==> src/rtl/lir_pkg.sv <==
package lir_pkg;

    localparam int TMR_PER_CORE = 4;
    localparam int MBX_PER_CORE = 4;
    localparam int ADDR_W       = 8;
    localparam int DATA_W       = 32;
    localparam int MAX_CORES    = 8;
    localparam int CORE_IDX_W   = $clog2(MAX_CORES);

    localparam logic [ADDR_W-1:0] A_PMON_SET = 8'h10;
    localparam logic [ADDR_W-1:0] A_PMON_CLR = 8'h14;
    localparam logic [2:0]        PG_TMR     = 3'b010;  // 0x40..0x5C
    localparam logic [2:0]        PG_PEND    = 3'b011;  // 0x60..0x7C

    typedef enum logic [2:0] {
        K_NONE,
        K_TMR,
        K_PSET,
        K_PCLR,
        K_PEND
    } reg_kind_e;

    typedef struct packed {
        reg_kind_e             kind;
        logic [CORE_IDX_W-1:0] core;
    } reg_sel_t;

    // Pending word layout, lowest bit first: timers, mailboxes, fast, monitor
    typedef struct packed {
        logic                    pmon;
        logic                    fast;
        logic [MBX_PER_CORE-1:0] mbx;
        logic [TMR_PER_CORE-1:0] tmr;
    } pend_t;

    localparam int PEND_W = $bits(pend_t);

    function automatic reg_sel_t decode(input logic [ADDR_W-1:0] a, input int ncores);
        reg_sel_t s;
        s.kind = K_NONE;
        s.core = a[4:2];
        if (a == A_PMON_SET) begin
            s.kind = K_PSET;
        end else if (a == A_PMON_CLR) begin
            s.kind = K_PCLR;
        end else if (a[1:0] == 2'b00 && int'(a[4:2]) < ncores) begin
            if (a[7:5] == PG_TMR)  s.kind = K_TMR;
            if (a[7:5] == PG_PEND) s.kind = K_PEND;
        end
        return s;
    endfunction

endpackage

==> src/rtl/lir_regs.sv <==
module lir_regs
    import lir_pkg::*;
#(
    parameter int NC = 4
) (
    input  logic                         clk,
    input  logic                         rst,
    input  logic                         wr,
    input  reg_sel_t                     wsel,
    input  logic [DATA_W-1:0]            wdata,
    output logic [NC-1:0][TMR_PER_CORE-1:0] tmr_en,
    output logic [NC-1:0]                route
);

    for (genvar c = 0; c < NC; c++) begin : g_tmr
        always_ff @(posedge clk) begin
            if (rst)
                tmr_en[c] <= '0;
            else if (wr && wsel.kind == K_TMR && wsel.core == CORE_IDX_W'(c))
                tmr_en[c] <= wdata[TMR_PER_CORE-1:0];
        end

        a_r2_tmr_write: assert property (@(posedge clk) disable iff (rst)
            (wr && wsel.kind == K_TMR && wsel.core == CORE_IDX_W'(c))
            |=> tmr_en[c] == $past(wdata[TMR_PER_CORE-1:0]));

        a_r2_tmr_hold: assert property (@(posedge clk) disable iff (rst)
            !(wr && wsel.kind == K_TMR && wsel.core == CORE_IDX_W'(c))
            |=> $stable(tmr_en[c]));
    end

    always_ff @(posedge clk) begin
        if (rst)
            route <= '0;
        else if (wr && wsel.kind == K_PSET)
            route <= route | wdata[NC-1:0];
        else if (wr && wsel.kind == K_PCLR)
            route <= route & ~wdata[NC-1:0];
    end

    a_r3_set_bits: assert property (@(posedge clk) disable iff (rst)
        (wr && wsel.kind == K_PSET)
        |=> ((route & $past(wdata[NC-1:0])) == $past(wdata[NC-1:0]))
         && ((route & ~$past(wdata[NC-1:0])) == ($past(route) & ~$past(wdata[NC-1:0]))));

    a_r4_clr_bits: assert property (@(posedge clk) disable iff (rst)
        (wr && wsel.kind == K_PCLR)
        |=> ((route & $past(wdata[NC-1:0])) == '0)
         && ((route & ~$past(wdata[NC-1:0])) == ($past(route) & ~$past(wdata[NC-1:0]))));

endmodule

==> src/rtl/lir_pend.sv <==
module lir_pend
    import lir_pkg::*;
#(
    parameter int NC = 4
) (
    input  logic [TMR_PER_CORE*NC-1:0]      tmr_lines,
    input  logic [MBX_PER_CORE*NC-1:0]      mbx_lines,
    input  logic                            fast,
    input  logic                            pmu,
    input  logic [NC-1:0][TMR_PER_CORE-1:0] tmr_en,
    input  logic [NC-1:0]                   route,
    output pend_t [NC-1:0]                  pend
);

    for (genvar c = 0; c < NC; c++) begin : g_core
        always_comb begin
            pend[c].tmr  = tmr_lines[TMR_PER_CORE*c +: TMR_PER_CORE] & tmr_en[c];
            pend[c].mbx  = mbx_lines[MBX_PER_CORE*c +: MBX_PER_CORE];
            pend[c].pmon = pmu & route[c];
        end
        if (c == 0) begin : g_fast
            assign pend[c].fast = fast;
        end else begin : g_nofast
            assign pend[c].fast = 1'b0;
        end
    end

endmodule

==> src/rtl/lir_rdport.sv <==
module lir_rdport
    import lir_pkg::*;
#(
    parameter int NC = 4
) (
    input  logic                            clk,
    input  logic                            rst,
    input  logic                            rd,
    input  reg_sel_t                        rsel,
    input  logic [NC-1:0][TMR_PER_CORE-1:0] tmr_en,
    input  logic [NC-1:0]                   route,
    input  pend_t [NC-1:0]                  pend,
    output logic [DATA_W-1:0]               rdata,
    output logic                            rvalid
);

    logic [DATA_W-1:0] mux;

    always_comb begin
        mux = '0;
        unique case (rsel.kind)
            K_PSET, K_PCLR: mux = DATA_W'(route);
            K_TMR: begin
                for (int c = 0; c < NC; c++)
                    if (rsel.core == CORE_IDX_W'(c)) mux = DATA_W'(tmr_en[c]);
            end
            K_PEND: begin
                for (int c = 0; c < NC; c++)
                    if (rsel.core == CORE_IDX_W'(c)) mux = DATA_W'(pend[c]);
            end
            default: mux = '0;
        endcase
    end

    always_ff @(posedge clk) begin
        if (rst) begin
            rvalid <= 1'b0;
            rdata  <= '0;
        end else begin
            rvalid <= rd;
            if (rd) rdata <= mux;
        end
    end

    a_r8_rvalid_follows: assert property (@(posedge clk) disable iff (rst)
        rd |=> rvalid);

    a_r8_no_spurious: assert property (@(posedge clk) disable iff (rst)
        !rd |=> !rvalid);

endmodule

==> src/rtl/local_irq_router.sv <==
module local_irq_router
    import lir_pkg::*;
#(
    parameter int NUM_CORES = 4
) (
    input  logic                              clk,
    input  logic                              rst,
    input  logic                              bus_wr,
    input  logic                              bus_rd,
    input  logic [ADDR_W-1:0]                 bus_addr,
    input  logic [DATA_W-1:0]                 bus_wdata,
    output logic [DATA_W-1:0]                 bus_rdata,
    output logic                              bus_rvalid,
    input  logic [TMR_PER_CORE*NUM_CORES-1:0] tmr_irq,
    input  logic [MBX_PER_CORE*NUM_CORES-1:0] mbx_irq,
    input  logic                              fast_irq,
    input  logic                              pmu_irq,
    output logic [NUM_CORES-1:0]              irq_o
);

    reg_sel_t                               sel;
    logic [NUM_CORES-1:0][TMR_PER_CORE-1:0] tmr_en;
    logic [NUM_CORES-1:0]                   route;
    pend_t [NUM_CORES-1:0]                  pend;

    assign sel = decode(bus_addr, NUM_CORES);

    lir_regs #(.NC(NUM_CORES)) u_regs (
        .clk    (clk),
        .rst    (rst),
        .wr     (bus_wr),
        .wsel   (sel),
        .wdata  (bus_wdata),
        .tmr_en (tmr_en),
        .route  (route)
    );

    lir_pend #(.NC(NUM_CORES)) u_pend (
        .tmr_lines (tmr_irq),
        .mbx_lines (mbx_irq),
        .fast      (fast_irq),
        .pmu       (pmu_irq),
        .tmr_en    (tmr_en),
        .route     (route),
        .pend      (pend)
    );

    lir_rdport #(.NC(NUM_CORES)) u_rd (
        .clk    (clk),
        .rst    (rst),
        .rd     (bus_rd),
        .rsel   (sel),
        .tmr_en (tmr_en),
        .route  (route),
        .pend   (pend),
        .rdata  (bus_rdata),
        .rvalid (bus_rvalid)
    );

    for (genvar c = 0; c < NUM_CORES; c++) begin : g_irq
        assign irq_o[c] = |pend[c];

        a_r7_irq_matches: assert property (@(posedge clk) disable iff (rst)
            irq_o[c] == (pend[c] != '0));

        a_r1_masked_after_reset: assert property (@(posedge clk)
            rst |=> (pend[c].tmr == '0) && !pend[c].pmon);
    end

endmodule

==> config.mk <==
export PLATFORM = sky130hd
export DESIGN_NAME = local_irq_router
export DESIGN_NICKNAME = d
export VERILOG_FILES = /design/src/rtl/lir_pkg.sv /design/src/rtl/lir_regs.sv /design/src/rtl/lir_pend.sv /design/src/rtl/lir_rdport.sv /design/src/rtl/local_irq_router.sv
export SDC_FILE = /design/constraint.sdc
export NUM_CORES = 1
export LEC_CHECK = 0
export BUFFER_PORTS_ARGS = -buffer_cell sky130_fd_sc_hd__buf_2
export CAP_MARGIN = 0
export CORE_MARGIN = 2
export CORE_UTILIZATION = 48
export CTS_CLUSTER_DIAMETER = 50
export DETAILED_ROUTE_END_ITERATION = 12
export PLACE_DENSITY = 0.94
export SLEW_MARGIN = 15
export SYNTH_ARGS = -nofsm -noshare
export SYNTH_HDL_FRONTEND = slang
export SYNTH_SLANG_ARGS = --single-unit
==> constraint.sdc <==
create_clock -name clk -period 3.05 [get_ports clk]
set_input_delay 0 -clock clk [delete_from_list [all_inputs] [get_ports clk]]
set_output_delay 0 -clock clk [all_outputs]
set_load 0.02 [all_outputs]
==> summary.md, run 1 <==
The congestion estimate from routability-driven global placement came to 0.9409. In the routed layout, each cell is associated on average with a via count of 5.863. The worst path uses 52.56% of the clock period.

The power density relative to cell area is 355.2 nW/µm². By count the netlist is led by 31 x sky130_fd_sc_hd__dfxtp_1, 25 x sky130_fd_sc_hd__buf_4, 19 x sky130_fd_sc_hd__nor2_1. The remaining global-route overflow was 0; the final critical-path required period was 1.603 ns. TritonCTS built the clock tree. The logs give 58.35% for the core utilization of the finished layout and 30.58% for the sequential cell area fraction in the yosys report. Summed over all nets, the half-perimeter wirelength after detailed placement is 4066 µm. The pre-antenna-repair detailed-routing pass consisted of 4 iterations. The most instantiated flip-flop cell in the synthesis netlist is sky130_fd_sc_hd__dfxtp_1. In this run the static leakage power is 1.040 nW. The run gives 48.9% as the fraction of power consumed by sequential logic. Counting flops and latches in the post-synthesis netlist gives 31. The ratio of cells with drive above 1 in the final layout was 30.94%; the total of fill cells in the finished design was 370. Setup violations remaining at the end of the flow were counted as 0.

The logs give 1,846 for the via count of the first global-routing pass and 5257 µm for the post-detailed-routing wire length. STA puts the critical path data arrival time at 1.60 ns. The count of cell types in the netlist is 48, and the worst hold margin is 0.009561 ns. The run gives 23 as the placement row count. The latest clock arrival within the worst-skew pair is 0.28 ns. The total area inside the core boundary comes to 4029 µm². The clock network is responsible for 34.2% of the overall power. A synthesized cell averages 9.267 µm². The path class of the tightest hold or removal check is in2reg. The post-placement cell count is 320.

The largest total area in the synthesized netlist belongs to sky130_fd_sc_hd__dfxtp_1. The finished cells cover 2351 µm². In the post-synthesis netlist, the cell with the most instances is sky130_fd_sc_hd__dfxtp_1. The initial utilization of the core area, before any placement, comes to 50.37%. The run gives 22.15% as the overall fraction of global-route tracks in use. The placed instances occupy a cell area of 2258 µm². 115 I/O pins were placed.

In this run the most critical hold path is launched from fast_irq. Summed over all failing endpoints, the final setup total negative slack is 0 ns. The run gives 2029 µm² as the cell area after technology mapping. The clock input transition at the sequential cells of the worst setup and hold paths was 0.06 ns; the number of enable-type register cells in the synthesized netlist was 0. The clock drives 31 sinks. The height of the die was 69.03 µm. The path with the worst hold slack has its endpoint at u_rd.rdata[8]$_SDFFE_PP0P_.

Between clock sinks in the finished design, the worst skew comes to 0.004603 ns. Gates resized during post-CTS repair numbered 0. For this run, design rule violations remaining after detail routing come to 0. The worst pin sits at a relative slew slack of 62.36%. The switching power of the nets is 0.2242 mW, and the upper clock frequency limit is 623.8 MHz. The worst setup path is launched from a flip-flop.

For flop-to-flop paths, the worst setup slack is 1.69 ns. The cell count of the worst reg-to-reg path came out at 4. The die covers 4764 µm². Cell internal power was estimated by the tool at 0.6110 mW. In the final layout, the multi-input gates occupy 1251 µm². The area added between synthesis and finish is 15.84%.

Per report_power, the combinational group accounts for 16.8% of the total. In this run the worst path has a maximum fanout of 4. Number of H-tree levels: 2. Entering global routing, the biggest net connects 33 pins. The number of DRC markers after the initial detailed-route iteration was 176; the count of inserted antenna diode cells was 0. For this design, the CTS-stage hold fixing added 2 buffers. The initial antenna violation count was 0.

In this run the clock root is driven by a sky130_fd_sc_hd__clkbuf_8. The tools report the gate count after technology mapping as 219. The worst setup path is of the reg2out kind.

Of the total power, the share spent switching nets is 26.84%. The number of cells on the worst hold path came out at 3. For this run, the number of Yosys warnings is 0. Setup repair after global routing left no endpoint under its margin.

The logs give 8487 µm for the global-route wire length before repair and 0 for the count of max-cap constraint violations. The run gives 357 as the number of nets in the final layout. The logs give 0.2206 mV for the worst vdd rail ir drop and 328 for the post-layout instance count excluding filler cells. Slew at the pin with the worst max-slew slack: 0.5645 ns.

The detail route stage leaves a number of antenna-violating nets equal to 0. Buffers added to address setup during post-CTS repair amount to 0. The tools report the area occupied by registers as 620.6 µm². The total count of hold-check failures in the final report is 0.

The run gives 0 as the number of max-slew violations in the final report. Ranked by total cell area, the synthesized netlist is headed by sky130_fd_sc_hd__dfxtp_1 31%, sky130_fd_sc_hd__mux4_2 11%, sky130_fd_sc_hd__buf_4 9.2%. The tools report the startpoint of the lowest-slack register-to-register path as u_regs.tmr_en[5]$_SDFFE_PP0P_.

TritonCTS created 5 clock buffers. The portion of synthesized cell area occupied by the leading cell type came out at 30.58%. Counting flops with an async set or reset pin after synthesis yields a share of 0%. The number of port buffers was 64. Summing over every cut layer, the via total after detailed routing is 1,923. The worst setup path is captured at a primary output. The maximum buffer depth of the clock tree was 2; the worst endpoint required time was 3.05 ns. In the final routed layout, each cell accounts on average for 16.03 µm. The worst register-to-register path ends at u_rd.rdata[1]$_SDFFE_PP0P_.

The flow ran to the end, and the final reports show no timing, DRC or antenna violations. The floorplan step set the die width to 69.03 µm.
[worst max-delay path: stages, from the launching register on]
cell,delay (ns)
sky130_fd_sc_hd__dfxtp_1,0.34
sky130_fd_sc_hd__a211o_1,0.26
sky130_fd_sc_hd__nor4_1,0.40
sky130_fd_sc_hd__nand4_1,0.14
sky130_fd_sc_hd__buf_2,0.19
[layer usage]
metal | track usage [%] | wire (µm) | vias to the layer above
met2 | 38.89 | 2676 | 98
met4 | 10.68 | 210 | 0
met1 | 25.02 | 1929 | 912
li1 | - | - | 894
met5 | 0 | 0 | -
met3 | 5.263 | 440 | 19
[how the worst max path moves through the flow]
| stage | slack, ns | cells after the start | to | start |
|---|---|---|---|---|
| after floorplan | 1.87 | 4 | u_rd.rdata[0]$_SDFFE_PP0P_ | u_regs.tmr_en[0]$_SDFFE_PP0P_ |
| after global placement | 1.62 | 5 | u_rd.rdata[1]$_SDFFE_PP0P_ | bus_addr[2] |
| after detailed placement | 1.56 | 5 | flip-flop | bus_addr[3] |
| after CTS | 1.46 | 4 | irq_o[0] | u_regs.tmr_en[2]$_SDFFE_PP0P_ |
| after global routing | 1.45 | 4 | irq_o[0] | u_regs.tmr_en[2]$_SDFFE_PP0P_ |
| final | 1.45 | 4 | irq_o[0] | u_regs.tmr_en[2]$_SDFFE_PP0P_ |
[cell usage in the layout (no fill, tap or decap), drive strengths merged, types with 4 or more instances in the layout]
master | Yosys | layout
nand3 | 8 | 8
clkbuf | 6 | 6
a21oi | 7 | 7
mux4 | 10 | 10
nand4 | 10 | 10
a311oi | 4 | 4
o21ai | 5 | 5
nor2b | 9 | 9
dfxtp | 31 | 31
mux2i | 17 | 17
conb | 1 | 22
nand2 | 15 | 15
nand2b | 6 | 6
buf | 28 | 64
or2 | 4 | 4
nor2 | 19 | 19
[stage by stage]
stage / worst slack, ns / power [mW]
after floorplan: 1.866 / 0.5208
after global placement: 1.620 / 0.5511
after detailed placement: 1.563 / 0.5537
after CTS: 1.461 / 0.8409
after global routing: 1.448 / 0.8710
final: 1.447 / 0.8352
[layout make-up]
| type | count | area share (%) |
|---|---|---|
| Clock buffer | 6 | 3.087 |
| Inverter | 1 | 0.1597 |
| Multi-Input combinational cell | 174 | 53.22 |
| Sequential cell | 31 | 26.40 |
| Tap cell | 50 | 2.661 |
| Timing Repair Buffer | 66 | 14.48 |
[power groups by stage]
| stage | clock, mW | combinational (mW) | sequential, mW |
|---|---|---|---|
| 2_1_floorplan | 0 | 0.101 | 0.420 |
| 3_3_place_gp | 0 | 0.134 | 0.417 |
| 3_5_place_dp | 0 | 0.136 | 0.417 |
| 4_1_cts | 0.294 | 0.138 | 0.409 |
| 5_1_grt | 0.312 | 0.151 | 0.409 |
| 6_report | 0.286 | 0.141 | 0.409 |
[cell families after synthesis]
group	after synthesis	synth area share, %
AOI/OAI and AO/OA	33	11.28
and+or+nand+nor	92	26.82
buffers and inverters	35	11.65
other	1	0.1848
DFF	31	30.58
muxes	27	19.48
(Power assumes the default switching activity.)
==> run 2: changes to the inputs <==
Settings changed: ABC_AREA set to 1, CORE_UTILIZATION 48 to 41, PLACE_DENSITY 0.94 to 0.85.
Clock period 3.05 ns to 1.36 ns, I/O delays scaled along.
==> run 2 against run 1 <==
Effect of this change: synthesized cell count is 63% higher; sequential power up 120%; critical path depth shrank 1; die area increased by 23%; sequential share of layout area shrank 2.4 points.
==> summary.md, run 2 <==
For the number of buffers inserted to repair setup after CTS, the log shows 0. Capture point of the critical path: irq_o[3]. The slowest stage of the critical path belongs to the cell sky130_fd_sc_hd__dfxtp_1.

For the final routed database, the setup TNS stands at 0 ns. The number of nets in the final layout is 505. The post-detailed-routing wire length was 6100 µm; the worst vdd rail ir drop was 0.3185 mV. The run gives 2 as the maximum buffer depth of the clock tree.

For this run, the leading register cell type out of synthesis is sky130_fd_sc_hd__dfxtp_1. The critical path starts at u_regs.tmr_en[12]$_SDFFE_PP0P_. By startpoint and endpoint, the worst setup path is classified as reg2out. The analysis attributes to cell leakage a power of 1.262 nW. The overall fraction of global-route tracks in use came out at 20.96%. Mean cell area of the mapped netlist: 6.035 µm².

The clock sink count came out at 31. CTS root buffer: sky130_fd_sc_hd__clkbuf_8. The portion of synthesized cell area occupied by the leading cell type was 28.80%. The most common cell after layout, fill and taps aside was sky130_fd_sc_hd__nand2_1.

For this configuration, the core starts out at a cell density of 42.46%. Entering global routing, the biggest net connects 19 pins. Port buffering added 64 buffers.

Summing over every cut layer, the via total after detailed routing is 2,467. The tools report the sequential cell area fraction in the yosys report as 28.80%. The delay of the slowest cell on the worst path was 0.36 ns; the worst-path maximum fanout was 4. Weighted congestion reported at the end of routability-driven placement: 0.9366. By area the synthesized netlist is led by sky130_fd_sc_hd__dfxtp_1 29%, sky130_fd_sc_hd__nand2_1 24%, sky130_fd_sc_hd__nand3_1 9.5%. The run finished with clean final reports.

The via count of the first global-routing pass was 2,221; the count of inserted antenna diode cells was 0. In this run the critical register-to-register path is launched from u_regs.tmr_en[6]$_SDFFE_PP0P_. Of all flip-flops after synthesis, the portion carrying an async set or reset was 0%. After layout, the worst path uses 93.89% of the clock period.

In the final routed layout, each cell accounts on average for 12.25 µm. The filler cells instantiated in the layout total 522. Setup repair after global routing left no endpoint under its margin. In this run the cell area of the synthesized design comes to 2155 µm². Once layout is complete, the utilization of the core stands at 50.94%. The run gives 0 as the count of yosys warnings during synthesis. The power density relative to cell area works out to 765.1 nW/µm². Count of max-cap constraint violations: 0.

The floorplan step set the die width to 76.49 µm. The number of enable-type register cells in the synthesized netlist was 0; the worst endpoint required time was 1.36 ns. The logs give 0.26 ns for the slack of the worst reg-to-reg path and 115 for the number of placed I/O pins. Counting I/O delays and the setup requirement, the final critical path takes 1.277 ns. The first routing iteration left 247 violations. The logs give 0 for the number of max-slew violations in the final report and 620.6 µm² for the area occupied by registers. After synthesis the netlist holds a flip-flop and latch count of 31. The clock tree synthesis step divided the H-tree into 2 levels. The run gives 1277 µm² as the area of the multi-input gates. TritonCTS built the clock tree. The post-route antenna net violation count is 0. The run gives 0 as the final-report setup violation count.

Synthesis produced 357 cells. For the number of detailed-routing iterations run before antenna repair, the log shows 5. In this run the standard cell core region covers 5075 µm². After legalization and detailed placement, the total HPWL measured 4831 µm. The signal on the critical path passes through a221oi_2 > nand4_1 > buf_2.

For the worst clock skew, the log shows 0.003331 ns. Cell taking the most area after synthesis: sky130_fd_sc_hd__dfxtp_1. Static timing analysis puts the maximum clock frequency at 783.1 MHz. The data arrival time at the worst-slack endpoint is 1.28 ns. After clock tree synthesis, the clock-pin slew on the worst setup and hold paths is 0.07 ns. For the total count of hold-check failures in the final report, the log shows 0. Compared with the post-synthesis result, the final layout area differs by 19.98%.

The total overflow left after global routing is 0. The worst setup path is captured at a primary output. Global-route wire length before repair: 9984 µm. In this run the core area contains 26 standard-cell rows. The min-delay analysis places its worst path in the category in2reg.

The post-detailed-route DRC marker count is 0, and the ratio of cells with drive above 1 in the final layout is 22.66%. The number of buffers created by CTS was 5; the initial antenna violation count was 0. In the layout the commonest cells are 137 x sky130_fd_sc_hd__nand2_1, 64 x sky130_fd_sc_hd__buf_2, 41 x sky130_fd_sc_hd__nand3_1, 31 x sky130_fd_sc_hd__dfxtp_1, 28 x sky130_fd_sc_hd__a21oi_1.

The clock reaches the later pin of the worst-skew pair after 0.29 ns. The per-cell via count in the routed design works out to 4.954. The endpoint identified for the worst register-to-register timing path is u_rd.rdata[2]$_SDFFE_PP0P_. For the worst flop-to-flop path, the logic depth is 10.

In this run, distinct cell masters in the synthesized netlist total 28. The most repeated cell in the gate-level netlist after synthesis was sky130_fd_sc_hd__nand2_1. The height of the die was 76.49 µm.

The worst setup path is launched from a flip-flop. After synthesis, the most frequently instantiated cells are 137 x sky130_fd_sc_hd__nand2_1, 41 x sky130_fd_sc_hd__nand3_1, 31 x sky130_fd_sc_hd__dfxtp_1. The die covers 5851 µm².
## run 2: cell count changes after synthesis, moves of 9 or more
cell,before,now
sky130_fd_sc_hd__mux4_2,10,0
sky130_fd_sc_hd__nand3_1,8,41
sky130_fd_sc_hd__inv_1,1,22
sky130_fd_sc_hd__nand2_1,15,137
sky130_fd_sc_hd__nor2b_1,9,0
sky130_fd_sc_hd__mux2i_1,17,0
sky130_fd_sc_hd__a21oi_1,7,28
## run 2: what timing repair did
action / in CTS / in global routing
hold endpoints to repair: 1 / 0
hold buffers: 1 / 0
gates resized for setup: 0 / 1
setup endpoints to repair: 0 / 1
## run 2: logic make-up after synthesis
group | count (synthesis) | share of synthesized area, %
AND/OR/NAND/NOR | 232 | 47.10
other | 1 | 0.1740
flip-flops | 31 | 28.80
AO/OA/AOI/OAI | 32 | 8.072
buffers and inverters | 61 | 15.85
## run 2: routing by layer
layer  routed length [µm]  vias up  global-route usage, %
met5                    0        -                      0
met4                   92        0                  7.091
met3                  532       12                  4.739
met2                 2937      110                  35.84
met1                 2538     1105                  25.91
li1                     -     1240                      -
## run 2: per-stage QoR
step / power (mW) / hold slack [ns] / instances / setup slack [ns] / cell area, µm²
after floorplan: 1.174 / 0.09531 / 378 / 0.4619 / 2233
final: 1.978 / 0.03603 / 498 / 0.08307 / 2585
after global routing: 2.083 / 0.04666 / 498 / 0.03283 / 2585
after detailed placement: 1.273 / 0.3018 / 489 / 0.04800 / 2484
after global placement: 1.268 / 0.2937 / 489 / 0.08628 / 2484
after CTS: 1.985 / 0.02914 / 498 / 0.05644 / 2579
## run 2: report_power, final
part / switching (mW) / internal [mW]
registers: 0.00220 / 0.913
clock network: 0.361 / 0.357
logic: 0.235 / 0.110
total: 0.598 / 1.38
## run 2: area by class of cell
cell class / count / area share [%]
Clock buffer: 6 / 2.807
Inverter: 27 / 3.921
Clock inverter: 2 / 0.4840
Tap cell: 70 / 3.388
Timing Repair Buffer: 76 / 15.97
Multi-Input combinational cell: 286 / 49.42
Sequential cell: 31 / 24.01
## run 2: critical path: cells and delay by family, from the launching register on
family	cells	cell delay [ns]
DFF	1	0.36
AOI/OAI and AO/OA	1	0.29
buffers and inverters	1	0.19
and+or+nand+nor	1	0.15
## run 2: how the worst min path moves through the flow
stage	cells after the start	slack (ns)	to	from
after floorplan	1	0.1	u_rd.rvalid$_SDFF_PP0_	rst
after global placement	3	0.29	u_rd.rdata[8]$_SDFFE_PP0P_	fast_irq
after detailed placement	3	0.30	u_rd.rdata[8]$_SDFFE_PP0P_	fast_irq
after CTS	3	0.03	u_regs.tmr_en[4]$_SDFFE_PP0P_	bus_wdata[0]
after global routing	3	0.05	u_regs.tmr_en[2]$_SDFFE_PP0P_	bus_wdata[2]
final	3	0.04	u_regs.tmr_en[4]$_SDFFE_PP0P_	bus_wdata[0]
==> run 3: changes to the inputs <==
==> constraint.sdc (replaced) <==
create_clock -name clk -period 1.36 [get_ports clk]
set_input_delay 0.204 -clock clk [delete_from_list [all_inputs] [get_ports clk]]
set_output_delay 0.204 -clock clk [all_outputs]
set_load 0.02 [all_outputs]
==> run 3 against run 2 <==
Effect of this change: the flow now finishes with violations (negative setup slack); combinational power rose by 9.6%; setup slack got worse by 0.13 ns; sequential power barely moved; cell area rose by 8.7%; critical path depth rose by 2; clock skew rose by 0.0046 ns; via count rose by 5.5%; routed wire length rose by 5.1%; first-iteration DRC count fell by 7.3%; final cell count rose by 3.4%; largest power group unchanged.
==> summary.md, run 3 (same netlist as run 2, synthesis figures left out) <==
The logs give 0.3643 mV for the worst vdd rail ir drop and 1.374 nW for the leakage power summed over all cells. For this run, global-route usage on met2 was measured as 37.43%. Worst endpoint required time: 1.16 ns. The full die area was 5851 µm²; the post-detailed-route DRC marker count was 0. The final-report setup violation count is 3. The top cell types in the final layout, fill and taps aside, are 124 x sky130_fd_sc_hd__nand2_1, 60 x sky130_fd_sc_hd__buf_2, 41 x sky130_fd_sc_hd__nand3_1, 28 x sky130_fd_sc_hd__a21oi_1, 28 x sky130_fd_sc_hd__buf_4.

Upper clock frequency limit: 708.6 MHz. The ratio of final minimum period to clock period works out to 103.8%. The worst setup path is launched from a flip-flop. The type of the setup path with the least slack is reg2out. The logs give 5 for the number of detailed-routing iterations run before antenna repair and 0 for the total of hold buffers inserted after clock tree synthesis. Entering global routing, the biggest net connects 21 pins. 0 antenna diodes ended up in the layout. Sort of element at the end of the critical path: a primary output. The latest clock arrival within the worst-skew pair is 0.28 ns. Summed over all layers, the routed wires come to 6414 µm. The checks that failed: negative setup slack.

Setup repair after global routing could not meet its margin everywhere. Compared with the post-synthesis result, the final layout area differs by 30.37%. In this run the vertical extent of the chip is 76.49 µm.

Once the floorplan was initialized, standard cells occupied 42.46% of the core. In the final routed layout, each cell accounts on average for 12.45 µm. The slowest stage of the critical path belongs to the cell sky130_fd_sc_hd__dfxtp_2. After floorplanning, the core was sized to cover 5075 µm². The initial antenna violation count came out at 0. In the final layout, the share of cells above drive strength 1 is 31.69%. Data arrival time at the worst-slack endpoint: 1.21 ns. Across the routed clock network, the largest skew measured is 0.007894 ns. CTS built an H-tree with a depth of 2. TritonCTS built the clock tree. The maximum buffer depth of the clock tree is 2, and the power consumption is 1.983 mW. The flow ran to the end, but the final reports show violations. The weighted congestion reported at the end of routability-driven placement was 1.009; the count of max-cap constraint violations was 0. The width of the chip came out at 76.49 µm. Grouping stages by cell kind, the critical path spends the most delay in flip-flops. Dividing the detail-routed via count by the number of cells gives 5.054.

The critical path contains buffers and inverters numbering 2 combined. The tools report the clock sink count as 31. Global routing consumed, on the met3 layer, 4.621% of the routing resources. The clock input transition at the sequential cells of the worst setup and hold paths is 0.06 ns. In this run the worst hold path is classified as in2reg. The most common cell after layout, fill and taps aside is sky130_fd_sc_hd__nand2_1. The post-route antenna net violation count was 0; the final critical-path required period was 1.411 ns.

For this run, global-route usage on met1 was measured as 28.09%. The total count of hold-check failures in the final report was 0. After the first detailed-routing iteration, the DRC count stood at 229.

The remaining global-route overflow is 0. Of all nets on the critical path, the largest fanout is 2. Via count of the first global-routing pass: 2,327. The layer flagged by global routing as most heavily used is met2. The tools report the number of nets in the final layout as 522. The run gives 4875 µm as the HPWL reported at the end of detailed placement. The first global-routing pass estimated 10,450 µm of wire. Walking the worst path, the cells encountered are nand2_2 > inv_2 > a221oi_2 > nand4_1 > buf_4. The post-placement setup slack was -0.02333 ns; the overall fraction of global-route tracks in use was 22.21%. The overall via count from detail_route is 2,603, and the post-layout worst setup margin is -0.05119 ns. The CTS root buffer is sky130_fd_sc_hd__clkbuf_8.

In this run the power density over the cells is 705.8 nW/µm². The largest single stage delay on the critical path is 0.33 ns. The number of max-slew violations in the final report is 0. The number of placed I/O pins is 115.

The number of buffers created by CTS is 5. The floorplan has 26 rows. The number of port buffers is 64.
==> run 3: path summary, 6_finish.rpt <==
kind	slack (ns)	start	cells past startpoint	to
worst min register to register	0.46	u_rd.rdata[7]$_SDFFE_PP0P_	2	u_rd.rdata[7]$_SDFFE_PP0P_
worst min-delay path	0.21	fast_irq	3	u_rd.rdata[8]$_SDFFE_PP0P_
worst max-delay path	-0.05	u_regs.tmr_en[13]$_SDFFE_PP0P_	5	irq_o[3]
worst max register to register	0.16	u_regs.tmr_en[2]$_SDFFE_PP0P_	12	u_rd.rdata[2]$_SDFFE_PP0P_
==> run 3: through the flow <==
step | cells | setup TNS (ns) | area (µm²) | utilization [%] | hold WS (ns)
2_1_floorplan | 378 | 0 | 2233 | - | 0.2993
3_3_place_gp | 500 | 0 | 2591 | 51.06 | 0.4488
3_5_place_dp | 500 | -0.08613 | 2591 | 51.06 | 0.4521
4_1_cts | 515 | -0.09059 | 2763 | 54.44 | 0.2112
5_1_grt | 515 | -0.3141 | 2809 | 55.35 | 0.2272
6_report | 515 | -0.1091 | 2809 | 55.35 | 0.2116
==> run 3: area by class of cell <==
class / instances / area (µm²)
clock buffers: 7 / 76.32
clock inverters: 1 / 5.005
fillers: 475 / 2266
inverters: 27 / 101.3
multi-input cells: 286 / 1320
flip-flops and latches: 31 / 634.4
well taps: 70 / 87.58
repair buffers: 93 / 584.3
==> run 3: power by group <==
group / total (mW) / internal [mW] / switching [mW]
Combinational: 0.378 / 0.131 / 0.247
Sequential: 0.913 / 0.911 / 0.00234
Clock: 0.691 / 0.358 / 0.333
Total: 1.98 / 1.40 / 0.583
==> run 3: layer usage <==
layer,routed length (µm),vias to the layer above
met2,3091,146
met4,124,0
met5,0,-
met3,613,15
met1,2585,1163
li1,-,1279
==> run 3: what timing repair did <==
action | in CTS | in global routing
pin swaps | 5 | 13
gates resized for setup | 16 | 20
setup endpoints to repair | 3 | 5
buffers inserted | 7 | 1
==> run 3: worst min-delay path, delay by kind of cell <==
kind | cells | cell delay [ns]
and+or+nand+nor | 1 | 0.07
buffers and inverters | 1 | 0.11
AOI/OAI and AO/OA | 1 | 0.06
